File: src/rtl/xpt_pkg.sv
package xpt_pkg;

    typedef enum logic [1:0] {
        ST_CLEAR = 2'd0,
        ST_IDLE  = 2'd1,
        ST_OPEN  = 2'd2
    } wr_state_e;

endpackage

File: src/rtl/xpt_sync.sv
module xpt_sync #(
    parameter int W      = 1,
    parameter int STAGES = 2
) (
    input  logic         clk,
    input  logic         rst,
    input  logic [W-1:0] din,
    output logic [W-1:0] dout
);
    logic [STAGES-1:0][W-1:0] pipe;

    always_ff @(posedge clk or posedge rst) begin
        if (rst) begin
            pipe <= '0;
        end else begin
            pipe[0] <= din;
            for (int k = 1; k < STAGES; k++) begin
                pipe[k] <= pipe[k-1];
            end
        end
    end

    assign dout = pipe[STAGES-1];
endmodule

File: src/rtl/xpt_rst_sync.sv
module xpt_rst_sync #(
    parameter int STAGES = 2
) (
    input  logic clk,
    input  logic rst,
    output logic srst
);
    logic [STAGES-1:0] hold;

    // Asserts at once, releases after STAGES clean clock edges.
    always_ff @(posedge clk or posedge rst) begin
        if (rst) begin
            hold <= '1;
        end else begin
            hold <= {hold[STAGES-2:0], 1'b0};
        end
    end

    assign srst = hold[STAGES-1];
endmodule

File: src/rtl/xpt_write_fsm.sv
module xpt_write_fsm import xpt_pkg::*; #(
    parameter int IDX_W = 5
) (
    input  logic             clk,
    input  logic             rst,
    input  logic             srst,
    input  logic             s_strobe,
    input  logic             s_cs,
    input  logic             s_data,
    input  logic [IDX_W-1:0] s_idx,
    output logic             track,
    output logic             wr_en,
    output logic [IDX_W-1:0] wr_idx,
    output logic             wr_data
);
    wr_state_e        state_q, state_d;
    logic [IDX_W-1:0] idx_q;
    logic             commit;

    // State register
    always_ff @(posedge clk or posedge rst) begin
        if (rst) begin
            state_q <= ST_CLEAR;
        end else begin
            state_q <= state_d;
        end
    end

    // Address of the cell currently held open
    always_ff @(posedge clk or posedge rst) begin
        if (rst) begin
            idx_q <= '0;
        end else if (track) begin
            idx_q <= s_idx;
        end
    end

    // Next-state logic
    always_comb begin
        state_d = state_q;
        unique case (state_q)
            ST_CLEAR: if (!srst) state_d = ST_IDLE;
            ST_IDLE:  if (s_strobe && s_cs) state_d = ST_OPEN;
            ST_OPEN:  if (!s_strobe || !s_cs) state_d = ST_IDLE;
            default:  state_d = ST_CLEAR;
        endcase
        if (srst) state_d = ST_CLEAR;
    end

    // Outputs
    always_comb begin
        track   = (state_q != ST_CLEAR) && s_strobe && s_cs;
        commit  = (state_q == ST_OPEN) && !s_strobe;
        wr_en   = track || commit;
        wr_idx  = track ? s_idx : idx_q;
        wr_data = s_data;
    end

    // no write reaches the cells before the synchronized reset releases
    p_no_write_in_reset_r1: assert property (@(posedge clk) disable iff (rst)
        srst |-> !wr_en)
        else $error("p_no_write_in_reset_r1");

    // with chip select low and no write open, nothing is written
    p_cs_gate_r8: assert property (@(posedge clk) disable iff (rst)
        (state_q == ST_IDLE && !s_cs) |-> !wr_en)
        else $error("p_cs_gate_r8");
endmodule

File: src/rtl/xpt_cell_array.sv
module xpt_cell_array #(
    parameter int CELLS = 32,
    parameter int IDX_W = 5
) (
    input  logic             clk,
    input  logic             rst,
    input  logic             wr_en,
    input  logic [IDX_W-1:0] wr_idx,
    input  logic             wr_data,
    input  logic             view_en,
    input  logic [IDX_W-1:0] view_idx,
    input  logic             view_data,
    output logic [CELLS-1:0] sw_en
);
    logic [CELLS-1:0] cells;

    for (genvar i = 0; i < CELLS; i++) begin : g_cell
        always_ff @(posedge clk or posedge rst) begin
            if (rst) begin
                cells[i] <= 1'b0;
            end else if (wr_en && (wr_idx == IDX_W'(i))) begin
                cells[i] <= wr_data;
            end
        end
    end

    // Transparent view of the open cell
    always_comb begin
        sw_en = cells;
        if (view_en) sw_en[view_idx] = view_data;
    end

    // without a write strobe from the controller, every cell holds
    p_hold_r3: assert property (@(posedge clk) disable iff (rst)
        !wr_en |=> $stable(cells))
        else $error("p_hold_r3");

    // the written cell holds the data of the write cycle
    p_store_r5: assert property (@(posedge clk) disable iff (rst)
        wr_en |=> cells[$past(wr_idx)] == $past(wr_data))
        else $error("p_store_r5");

    // a write leaves every other cell unchanged
    p_isolate_r6: assert property (@(posedge clk) disable iff (rst)
        wr_en |=> ((cells ^ $past(cells)) & ~(CELLS'(1) << $past(wr_idx))) == '0)
        else $error("p_isolate_r6");
endmodule

File: src/rtl/xpt_ctrl_mem.sv
module xpt_ctrl_mem import xpt_pkg::*; #(
    parameter  int ROW_BITS    = 2,
    parameter  int COL_BITS    = 3,
    parameter  int SYNC_STAGES = 2,
    localparam int ROWS        = 1 << ROW_BITS,
    localparam int COLS        = 1 << COL_BITS,
    localparam int CELLS       = ROWS * COLS
) (
    input  logic                           clk,
    input  logic                           rst,
    input  logic                           strobe,
    input  logic                           cs,
    input  logic                           data,
    input  logic [ROW_BITS-1:0]            row_sel,
    input  logic [COL_BITS-1:0]            col_sel,
    output logic [CELLS-1:0]               sw_en,
    output logic [ROWS-1:0][COLS-1:0]      sw_grid
);
    localparam int IDX_W = ROW_BITS + COL_BITS;
    localparam int BW    = 3 + IDX_W;

    logic [BW-1:0]    raw_bus, sync_bus;
    logic             s_strobe, s_cs, s_data, srst;
    logic [IDX_W-1:0] s_idx;
    logic             track, wr_en, wr_data;
    logic [IDX_W-1:0] wr_idx;

    assign raw_bus = {strobe, cs, data, row_sel, col_sel};

    xpt_sync #(.W(BW), .STAGES(SYNC_STAGES)) u_sync (
        .clk  (clk),
        .rst  (rst),
        .din  (raw_bus),
        .dout (sync_bus)
    );

    xpt_rst_sync #(.STAGES(SYNC_STAGES)) u_rst_sync (
        .clk  (clk),
        .rst  (rst),
        .srst (srst)
    );

    assign {s_strobe, s_cs, s_data, s_idx} = sync_bus;

    xpt_write_fsm #(.IDX_W(IDX_W)) u_fsm (
        .clk      (clk),
        .rst      (rst),
        .srst     (srst),
        .s_strobe (s_strobe),
        .s_cs     (s_cs),
        .s_data   (s_data),
        .s_idx    (s_idx),
        .track    (track),
        .wr_en    (wr_en),
        .wr_idx   (wr_idx),
        .wr_data  (wr_data)
    );

    xpt_cell_array #(.CELLS(CELLS), .IDX_W(IDX_W)) u_cells (
        .clk       (clk),
        .rst       (rst),
        .wr_en     (wr_en),
        .wr_idx    (wr_idx),
        .wr_data   (wr_data),
        .view_en   (track),
        .view_idx  (s_idx),
        .view_data (s_data),
        .sw_en     (sw_en)
    );

    // Row-by-column view, R2 index rule row*COLS+col
    always_comb begin
        for (int r = 0; r < ROWS; r++) begin
            for (int c = 0; c < COLS; c++) begin
                sw_grid[r][c] = sw_en[r*COLS + c];
            end
        end
    end

    // outputs read zero whenever reset is sampled high
    always @(posedge clk) begin
        if (rst) begin
            p_clear_all_r1: assert (sw_en == '0)
                else $error("p_clear_all_r1");
        end
    end
endmodule

File: config.mk
export PLATFORM = sky130hd
export DESIGN_NAME = xpt_ctrl_mem
export DESIGN_NICKNAME = d
export VERILOG_FILES = /design/src/rtl/xpt_pkg.sv /design/src/rtl/xpt_sync.sv /design/src/rtl/xpt_rst_sync.sv /design/src/rtl/xpt_write_fsm.sv /design/src/rtl/xpt_cell_array.sv /design/src/rtl/xpt_ctrl_mem.sv
export SDC_FILE = /design/constraint.sdc
export NUM_CORES = 1
export LEC_CHECK = 0
export BUFFER_PORTS_ARGS = -buffer_cell sky130_fd_sc_hd__buf_2
export CAP_MARGIN = 20
export CORE_MARGIN = 2
export CORE_UTILIZATION = 28
export CTS_CLUSTER_DIAMETER = 60
export DETAILED_ROUTE_END_ITERATION = 6
export PLACE_DENSITY = 0.59
export REMOVE_ABC_BUFFERS = 1
export SETUP_SLACK_MARGIN = 0.3
export SYNTH_ARGS = -nofsm -noshare
export SYNTH_HDL_FRONTEND = slang
export SYNTH_SLANG_ARGS = --single-unit
File: constraint.sdc
create_clock -name clk -period 3.8 [get_ports clk]
set_input_delay 0.76 -clock clk [delete_from_list [all_inputs] [get_ports clk]]
set_output_delay 0.76 -clock clk [all_outputs]
set_load 0.01 [all_outputs]
; ---- After elaboration in Yosys (flattened, before gate mapping)
; Cells that the tools add are included.
[totals]
in_bits = 10
wordCells = 128
reg_bits = 57
output_inout_bits = 64
[op_classes]
n_mux = 9
eq_ne = 35
order_cmp = 2
reduce_logical = 45
[op_table]
columns = operator, n
row1 = equality test 5 bit (second input constant), 16
row2 = equality test 5 x 4 -> 1 bit (second input constant), 8
row3 = logical AND 1 bit, 37
row4 = bitwise mux 32 bit, 1
row5 = two-way mux 32 bit, 1
row6 = equality test 5 x 3 -> 1 bit (second input constant), 4
row7 = equality test 5 x 2 -> 1 bit (second input constant), 2
row8 = less-than comparator 5 x 6 -> 1 bit (second input constant), 1
row9 = two-way mux 2 bit, 3
row10 = != test 3 x 2 -> 1 bit (second input constant), 2
row11 = case mux 2 bit (3 select lines), 1
row12 = demux 1 bit (select 5 bit), 1
row13 = equality test 5 x 1 -> 1 bit (second input constant), 1
row14 = >= comparator 5 x 1 -> 1 bit (second input constant), 1
row15 = zero test 5 bit, 1
row16 = two-way mux 5 bit, 1
row17 = equality test 2 x 1 -> 1 bit (second input constant), 1
row18 = equality test 2 bit (second input constant), 1
row19 = zero test 1 bit, 2
row20 = zero test 2 bit, 1
row21 = logical OR 1 bit, 2
row22 = AND reduction 2 bit, 1
row23 = nonzero test 2 bit, 1
row24 = two-way mux 1 bit, 1

; ---- Longest topological paths before layout
; Gate-level depths: netlist (run 1).
[depth]
word_depth = 6
ltp_mapped = 7
ltp_nobuf = 4

; ---- By module
; Synthesis (run 1) repeated with hierarchy kept, for this count alone.
[hier_totals]
cells_unflattened = 289
area_unflattened_um2 = 3228.1
[modules_own_cells]
columns = mod, instances, cells_each, area_per_inst_um2, seq_area_each_um2
row1 = xpt_cell_array, 1, 203, 2140.8, 800.8
row2 = xpt_sync, 1, 25, 464.2, 400.4
row3 = xpt_write_fsm, 1, 25, 322.8, 175.2
row4 = xpt_ctrl_mem, 1, 32, 240.2, 0.0
row5 = xpt_rst_sync, 1, 4, 60.1, 52.6

; ---- Worst setup path before layout (run 1)
; OpenSTA, ideal clock, no wires.
[synth_timing]
kind = reg-to-output
from = register u_sync.pipe (netlist bit u_sync.dout[1])
to = output sw_grid[10] in the netlist's numbering
path_buffers = 3
arrival_ns = 1.790
required_time_ns = 3.040
path_stages_with_launch = 8
path_slack_ns = 1.250
path_cell_list = dfrtp_1 -> buf_2 -> o2111ai_1 -> or2_1 -> clkbuf_1 -> nor3_1 -> mux2_1 -> buf_4
[synth_via]
elab_chain_cells = 6
elab_cells_between_ends = 7
classes_between = 2 x order compare / 4 x mux / 1 x reduce/logical
[synth_lines]
columns = element, line_no
row1 = from (decl), xpt_sync.sv:10  ; logic [STAGES-1:0][W-1:0] pipe;
row2 = "from (signal, indexed assignment)", xpt_sync.sv:18  ; pipe[k] <= pipe[k-1];
row3 = less-than comparator 5 x 6 -> 1 bit (not written as such) / >= comparator 5 x 1 -> 1 bit (equally long branches), xpt_cell_array.sv:30  ; if (view_en) sw_en[view_idx] = view_data;
row4 = logical AND 1 bit (not written as such), xpt_cell_array.sv:30
row5 = two-way mux 1 bit (not written as such), xpt_cell_array.sv:30
row6 = demux 1 bit (select 5 bit) (*), n/a
row7 = bitwise mux 32 bit (*), xpt_cell_array.sv:30
row8 = two-way mux 32 bit (*), xpt_cell_array.sv:30
row9 = to (decl), xpt_ctrl_mem.sv:17  ; output logic [ROWS-1:0][COLS-1:0] sw_grid
; Every way passes the cells marked *; elsewhere a longest branch is shown, timed or not.

; ---- Worst setup path after layout (run 1)
[layout_timing]
from = register u_fsm.state_q[0]
to = output sw_en[4]
[layout_via]
elab_chain_cells = 4
[layout_lines]
columns = element, line_no
row1 = from (decl), xpt_write_fsm.sv:16  ; wr_state_e state_q, state_d;
row2 = from (signal assigned), xpt_write_fsm.sv:25  ; state_q <= state_d;
row3 = nonzero test 2 bit, xpt_write_fsm.sv:52  ; track = (state_q != ST_CLEAR) && s_strobe && s_cs;
row4 = logical AND 1 bit (2 in a row), xpt_write_fsm.sv:52
row5 = two-way mux 32 bit, xpt_cell_array.sv:30
row6 = to (decl), xpt_ctrl_mem.sv:16  ; output logic [CELLS-1:0] sw_en,
; Every way passes these cells.

==> results of run 1 <==
-- through the flow --
step           worst slack, ps  cell area, um2
6_report                   726            3760
5_1_grt                    587            3760
4_1_cts                    723            3760
3_5_place_dp              1080            3460
3_3_place_gp              1090            3460
2_1_floorplan             1370            2900
-- power groups by stage --
| stage | Combinational [uW] | Sequential, uW | Clock [uW] |
|---|---|---|---|
| final | 426 | 750 | 789 |
| after global placement | 432 | 753 | 0 |
| after CTS | 436 | 749 | 815 |
| after detailed placement | 433 | 759 | 0 |
| after floorplan | 260 | 742 | 0 |
| after global routing | 464 | 760 | 839 |
-- layout make-up --
| class | count | area share (%) |
|---|---|---|
| Clock buffer | 11 | 6.45 |
| Clock inverter | 5 | 1.50 |
| Inverter | 3 | 0.299 |
| Multi-Input combinational cell | 184 | 38.7 |
| Sequential cell | 57 | 38.0 |
| Tap cell | 143 | 4.76 |
| Timing Repair Buffer | 76 | 10.3 |
-- worst paths after layout --
path	end	start	slack (ps)	depth (start not counted)
worst max-delay path	sw_en[4]	u_fsm.state_q[0]	730	6
worst min-delay path	u_sync.dout[5]	u_sync.pipe[5]	340	0
worst max register to register	u_cells.cells[8]	u_fsm.state_q[0]	1290	4
worst min register to register	u_sync.dout[5]	u_sync.pipe[5]	340	0
max in group asynchronous	u_cells.cells[6]	rst	2440	3
min in group asynchronous	u_cells.cells[20]	rst	590	2
-- synthesized netlist by cell type, types with 2 or more instances --
library cell	number	area (um2)
nor3_2	2	20.0
nor3_1	4	20.0
dfrtp_1	55	1380
mux2i_1	2	20.0
nor4_1	3	18.8
buf_6	2	22.5
nand3b_1	2	15.0
buf_4	33	248
nand2b_1	4	25.0
nor2b_1	3	18.8
nor2_1	20	75.1
buf_2	4	20.0
clkbuf_1	10	37.5
o21ai_0	2	10.0
dfstp_2	2	52.6
mux2_2	2	22.5
o211ai_1	8	60.1
nand3_1	27	135
mux2_1	63	709
nand2_1	28	105
inv_1	3	11.3
-- routing by layer --
metal / share of wire [%] / vias to the layer above / wire length, um / global-route usage, %
met5: 0 / - / 0 / 0
met4: 1.5 / 0 / 107 / 4.44
met3: 5.6 / 10 / 396 / 2.78
met2: 45 / 74 / 3210 / 17.2
met1: 48 / 1081 / 3360 / 16.4
li1: - / 1065 / - / -
-- logic make-up (layout without fill, tap and decap cells) --
logic type	Yosys count	in the layout	synth area share [%]
buffers and inverters	53	95	10.6
flip-flops	57	57	44.3
multiplexers	70	70	24.9
AND/OR/NAND/NOR	96	96	14.1
other	1	1	0.116
AO/OA/AOI/OAI	17	17	5.97
-- registers in the layout, indices dropped and copies added, names as in the netlist --
register / count
u_sync.pipe: 8
u_fsm.idx_q: 5
u_cells.cells: 32
u_rst_sync.hold: 2
u_fsm.state_q: 2
u_sync.dout: 8
==> key figures, run 1 <==
Outcome
  – Status: completed

Setup path
  – Worst Path Buf+Inv: 2
  – Top delay family on crit path: compound AO/OA/AOI/OAI gates
  – Setup CP Type: reg -> out
  – Crit-path max cell delay: roughly 600 ps
  – Worst path slowest cell: o211ai_4
  – Required @ worst endpoint: 3040 ps
  – Crit. End Element: output pin
  – Worst Path Max Fanout: 16
  – Critical Path AT: about 2300 ps
  – Worst path cell trace: o211ai_4 -> nor3_2 -> buf_4 -> nand2_1 -> mux2_1 -> buf_2
  – Startpoint types: register

Pwr
  – Leakage: 0.00186 uW
  – Worst vdd ir: 0.237 mV
  – Sequential share of power: a little under two fifths
  – Comb pwr share: 21.7%
  – Clock power frac: about two fifths
  – Internal: about 1400 uW
  – Power Total: between 1500 and 2000 uW
  – Power Density: between 500 and 600 mW/mm2
  – Sw power: about 570 uW
  – Sw Ratio: ~29%

Finish
  – Non-Filler Instances: ~480
  – ANT cells: 0
  – Leading cell type in the layout, fill and taps excluded: buf_2
  – Sequential cell area: approximately 0.0014 mm2
  – Area growth syn-to-layout: 16.6%
  – Most frequent cells in the layout: 73 x buf_2, 63 x mux2_1, 55 x dfrtp_1
  – Footprint of the multi-input gates: roughly 0.0015 mm2
  – Fillers: 1168
  – Core Util, Final: between 30 and 40%
  – Nets: about 340
  – Layout cells sized above 1: 31.8%

Die
  – CORE AREA: roughly 0.011 mm2
  – Chip Height: roughly 110 um
  – Num rows: 39
  – Die area: between 0.01 and 0.015 mm2
  – Initial Utilization: approximately 29%
  – Die Wd: around 110 um
  – IO Pins: between 70 and 80

Synth
  – Syn avg cell area: about 11 um2
  – Post-Syn Area: ~0.0032 mm2
  – Synth warnings: 0
  – Number of cells produced by synthesis: between 200 and 300
  – Synth Register Bits: 57
  – Synth unique cells: 36
  – Asr flop ratio synth: 100%
  – Top FF cell, synth: dfrtp_1
  – Number of enable flip-flop cells after synthesis: 0
  – Sequential fraction of the synthesis area: between 40% and 50%

Timing
  – Worst Tran Pin Value: ~1000 ps
  – Slew headroom: around a third
  – Fmax: ~330 MHz
  – Final period util: between 80% and 90%
  – Final setup fails: 0
  – Final Hold Fails: 0
  – Clock Skews: 6.26 ps
  – Final slew viol count: 0
  – Hold WS: about 340 ps
  – RSZ-0062 raised after global routing: no
  – Setup TNS: 0 ps
  – Min Clock Period, post-route: slightly above 3000 ps

Route
  – Antenna-violating nets left: 0
  – DR DRC count: 0
  – Iter 0 DRT Violations: between 100 and 150
  – WL/cell: 14.8 um
  – Vias/cell: 4.66
  – Final WL: just over 7 mm
  – First-pass iteration count of the detailed router: 4
  – Via Count: 2230

Clocking
  – Resize count post-CTS: 0
  – CTS tree: built
  – TritonCTS buffer count: 9
  – Later-pin clock latency in the skew report: 320 ps
  – Worst-path clk slew: roughly 50 ps
  – CTS Hold Bufs: 0
  – Maximum buffer depth of the clock tree: 2
  – CTS root buffer: clkbuf_16
  – # H-tree levels: 3
  – Clock Sinks: 57
  – Post-CTS Setup Bufs: 0

Placement
  – Routability congestion estimate: between 0.8 and 0.9
  – DP Cell Count: 463
  – PortBufs: 73
  – HPWL after DPL: just under 5 mm

Global route
  – Total global-route track usage: between 10% and 20%
  – First-pass GRT wire length: around 11 mm
  – Initial antenna violation count: 0
  – Vias in the first global route: about 2100
  – GRT overflow: 0
  – Pin count of the biggest net entering global routing: 40

Min path
  – Hold WC Path Type: reg -> reg

Flow run
  – Max-Cap Viols: 0
Power figures use the tool's default switching activity.
==> inputs of run 2 (changes only) <==
clock period = 3.2 ns   (was 3.8 ns; I/O delays follow)
==> key figures, run 2 (synthesized netlist as in run 1, its figures left out) <==
Outcome
  – Status: completed

Timing
  – Final Hold Fails: 0 (unchanged)
  – RSZ-0062 raised after global routing: no
  – Final slew viol count: 0 (unchanged)
  – Clock Skews: 8.68 ps (+2.42 ps)
  – Final setup fails: 0 (unchanged)
  – Fmax: ~360 MHz
  – Setup TNS: 0 ps (unchanged)
  – Slew headroom: 44.5% (+13 points)
  – Final period util: approximately 86%
  – Worst Tran Pin Value: 809 ps (-218 ps)
  – Min Clock Period, post-route: approximately 2700 ps

Clocking
  – # H-tree levels: 3 (unchanged)
  – CTS tree: built
  – Post-CTS Setup Bufs: 0 (unchanged)
  – CTS Hold Bufs: 0 (unchanged)
  – Clock Sinks: 57 (unchanged)
  – Maximum buffer depth of the clock tree: 2 (unchanged)
  – CTS root buffer: clkbuf_16
  – Worst-path clk slew: 50 ps (about the same)
  – TritonCTS buffer count: 9 (unchanged)
  – Later-pin clock latency in the skew report: 330 ps (about the same)

Placement
  – HPWL after DPL: 4.94 mm (+0.51%)
  – Routability congestion estimate: 0.780 (-4.1%)
  – Dpl cell area: 0.00348 mm2 (+0.43%)
  – PortBufs: 73 (unchanged)

Pwr
  – Worst vdd ir: 0.245 mV (+3.6%)
  – Power Density: 621 mW/mm2 (+19%)
  – Comb pwr share: 21.7% (about the same)
  – Sequential share of power: 37.7% (-0.5 points)
  – Clock power frac: 40.6% (+0.5 points)
  – Leakage: 0.00187 uW (+0.73%)
  – Sw Ratio: 30.4% (+1.3 points)
  – Sw power: 718 uW (+26%)
  – Internal: 1640 uW (+18%)

Setup path
  – Setup CP Type: reg -> out
  – Worst path cell trace: o2111ai_2 -> or2_4 -> nor3_1 -> mux2_1 -> buf_2
  – Setup crit start: u_sync.dout[7]
  – Worst R2R Start: u_fsm.state_q[0]
  – Worst Path Max Fanout: 8 (-8)
  – Required @ worst endpoint: 2560 ps (-480 ps)
  – Critical Path AT: 2110 ps (-200 ps)
  – Crit-path max cell delay: 460 ps (-140 ps)
  – Top delay family on crit path: simple AND/OR/NAND/NOR gates
  – Startpoint types: register
  – Crit. End Element: output pin
  – Worst Path Buf+Inv: 1 (-1)
  – Worst path slowest cell: dfrtp_1

Finish
  – Finished Cell Area: 0.00380 mm2 (+1.0%)
  – Max FFs per register: 32 (unchanged)
  – Nets: 343 (+0.59%)
  – Reg with most FFs: u_cells.cells
  – Area growth syn-to-layout: 17.8%
  – Most frequent cells in the layout: 73 x buf_2, 63 x mux2_1, 52 x dfrtp_1
  – ANT cells: 0 (unchanged)
  – Core Util, Final: 33.6% (+0.34 points)
  – Leading cell type in the layout, fill and taps excluded: buf_2
  – Fillers: 1160 (-0.68%)
  – Layout cells sized above 1: 34.0% (+2.2 points)

Route
  – First-pass iteration count of the detailed router: 4 (unchanged)
  – Vias/cell: 4.61 (-1.0%)
  – Antenna-violating nets left: 0 (unchanged)
  – DR DRC count: 0 (unchanged)
  – WL/cell: 15.2 um (+2.9%)
  – Iter 0 DRT Violations: 121 (+17%)
  – Final WL: 7.31 mm (+3.4%)
  – Via Count: 2217 (-0.58%)

Global route
  – Total global-route track usage: 12.1% (+0.48 points)
  – Pin count of the biggest net entering global routing: 58 (+45%)
  – GRT overflow: 0 (unchanged)
  – Vias in the first global route: 2140 (+2.4%)
  – First-pass GRT wire length: 11.6 mm (+4.4%)
  – Initial antenna violation count: 0 (unchanged)

Flow run
  – Max-Cap Viols: 0 (unchanged)

Die
  – Num rows: 39 (unchanged)
  – Initial Utilization: 28.5% (unchanged)
  – Die area: 0.0124 mm2 (unchanged)
  – CORE AREA: 0.0113 mm2 (unchanged)
  – Chip Height: 111 um (unchanged)
  – IO Pins: 74 (unchanged)
  – Die Wd: 111 um (unchanged)

Min path
  – Worst hold start: u_sync.pipe[6]
  – Hold WC Path Type: reg -> reg
run 2: changes by cell type in the layout (fill, tap and decap cells not counted), moves of 2 or more:
| cell | change |
|---|---|
| dfrtp_2 | +3 |
| dfrtp_1 | -3 |
| buf_4 | +2 |
| inv_6 | +2 |
run 2: area by class of cell:
type	instances	area, um2	area share, %
inverters	3	11.3	0.296
multi-input cells	184	1470	38.7
repair buffers	78	403	10.6
well taps	143	179	4.71
clock inverters	7	77.6	2.04
flip-flops and latches	57	1430	37.7
clock buffers	9	225	5.92
run 2: per-layer routing:
layer	global-route usage, %	wire length (um)	part of all wire (%)	up-vias
met1	16.6	3530	48	1069
met4	4.69	96	1.3	0
met2	17.9	3310	45	66
li1	-	-	-	1072
met5	0	0	0	-
met3	3.65	373	5.1	10
run 2: worst paths after layout:
check	endpoint	slack [ps]	cells past startpoint
max in group asynchronous	u_fsm.state_q[0]	2180	3
min in group asynchronous	u_cells.cells[22]	510	3
min reg2reg	u_sync.dout[6]	350	0
min	u_sync.dout[6]	350	0
max	sw_en[14]	450	5
max reg2reg	u_cells.cells[8]	670	5
run 2: repair_timing:
action | in CTS | in global routing
gates resized for setup | 1 | 5
setup endpoints to repair | 6 | 20
pin swaps | 0 | 0
run 2: power groups by stage:
stage,logic (uW),clock network [uW],registers (uW)
after floorplan,308,0,881
after global placement,513,0,895
after detailed placement,518,0,901
after CTS,521,977,889
after global routing,557,1020,902
final,513,958,890
run 2: metrics by stage:
stage / power (uW) / hold slack (ps) / setup slack [ps] / instances
floorplan: 1190 / 331 / 891 / 244
global placement: 1410 / 331 / 633 / 465
detailed placement: 1420 / 336 / 621 / 465
CTS: 2390 / 349 / 358 / 481
global route: 2480 / 353 / 335 / 481
finish: 2360 / 346 / 453 / 481
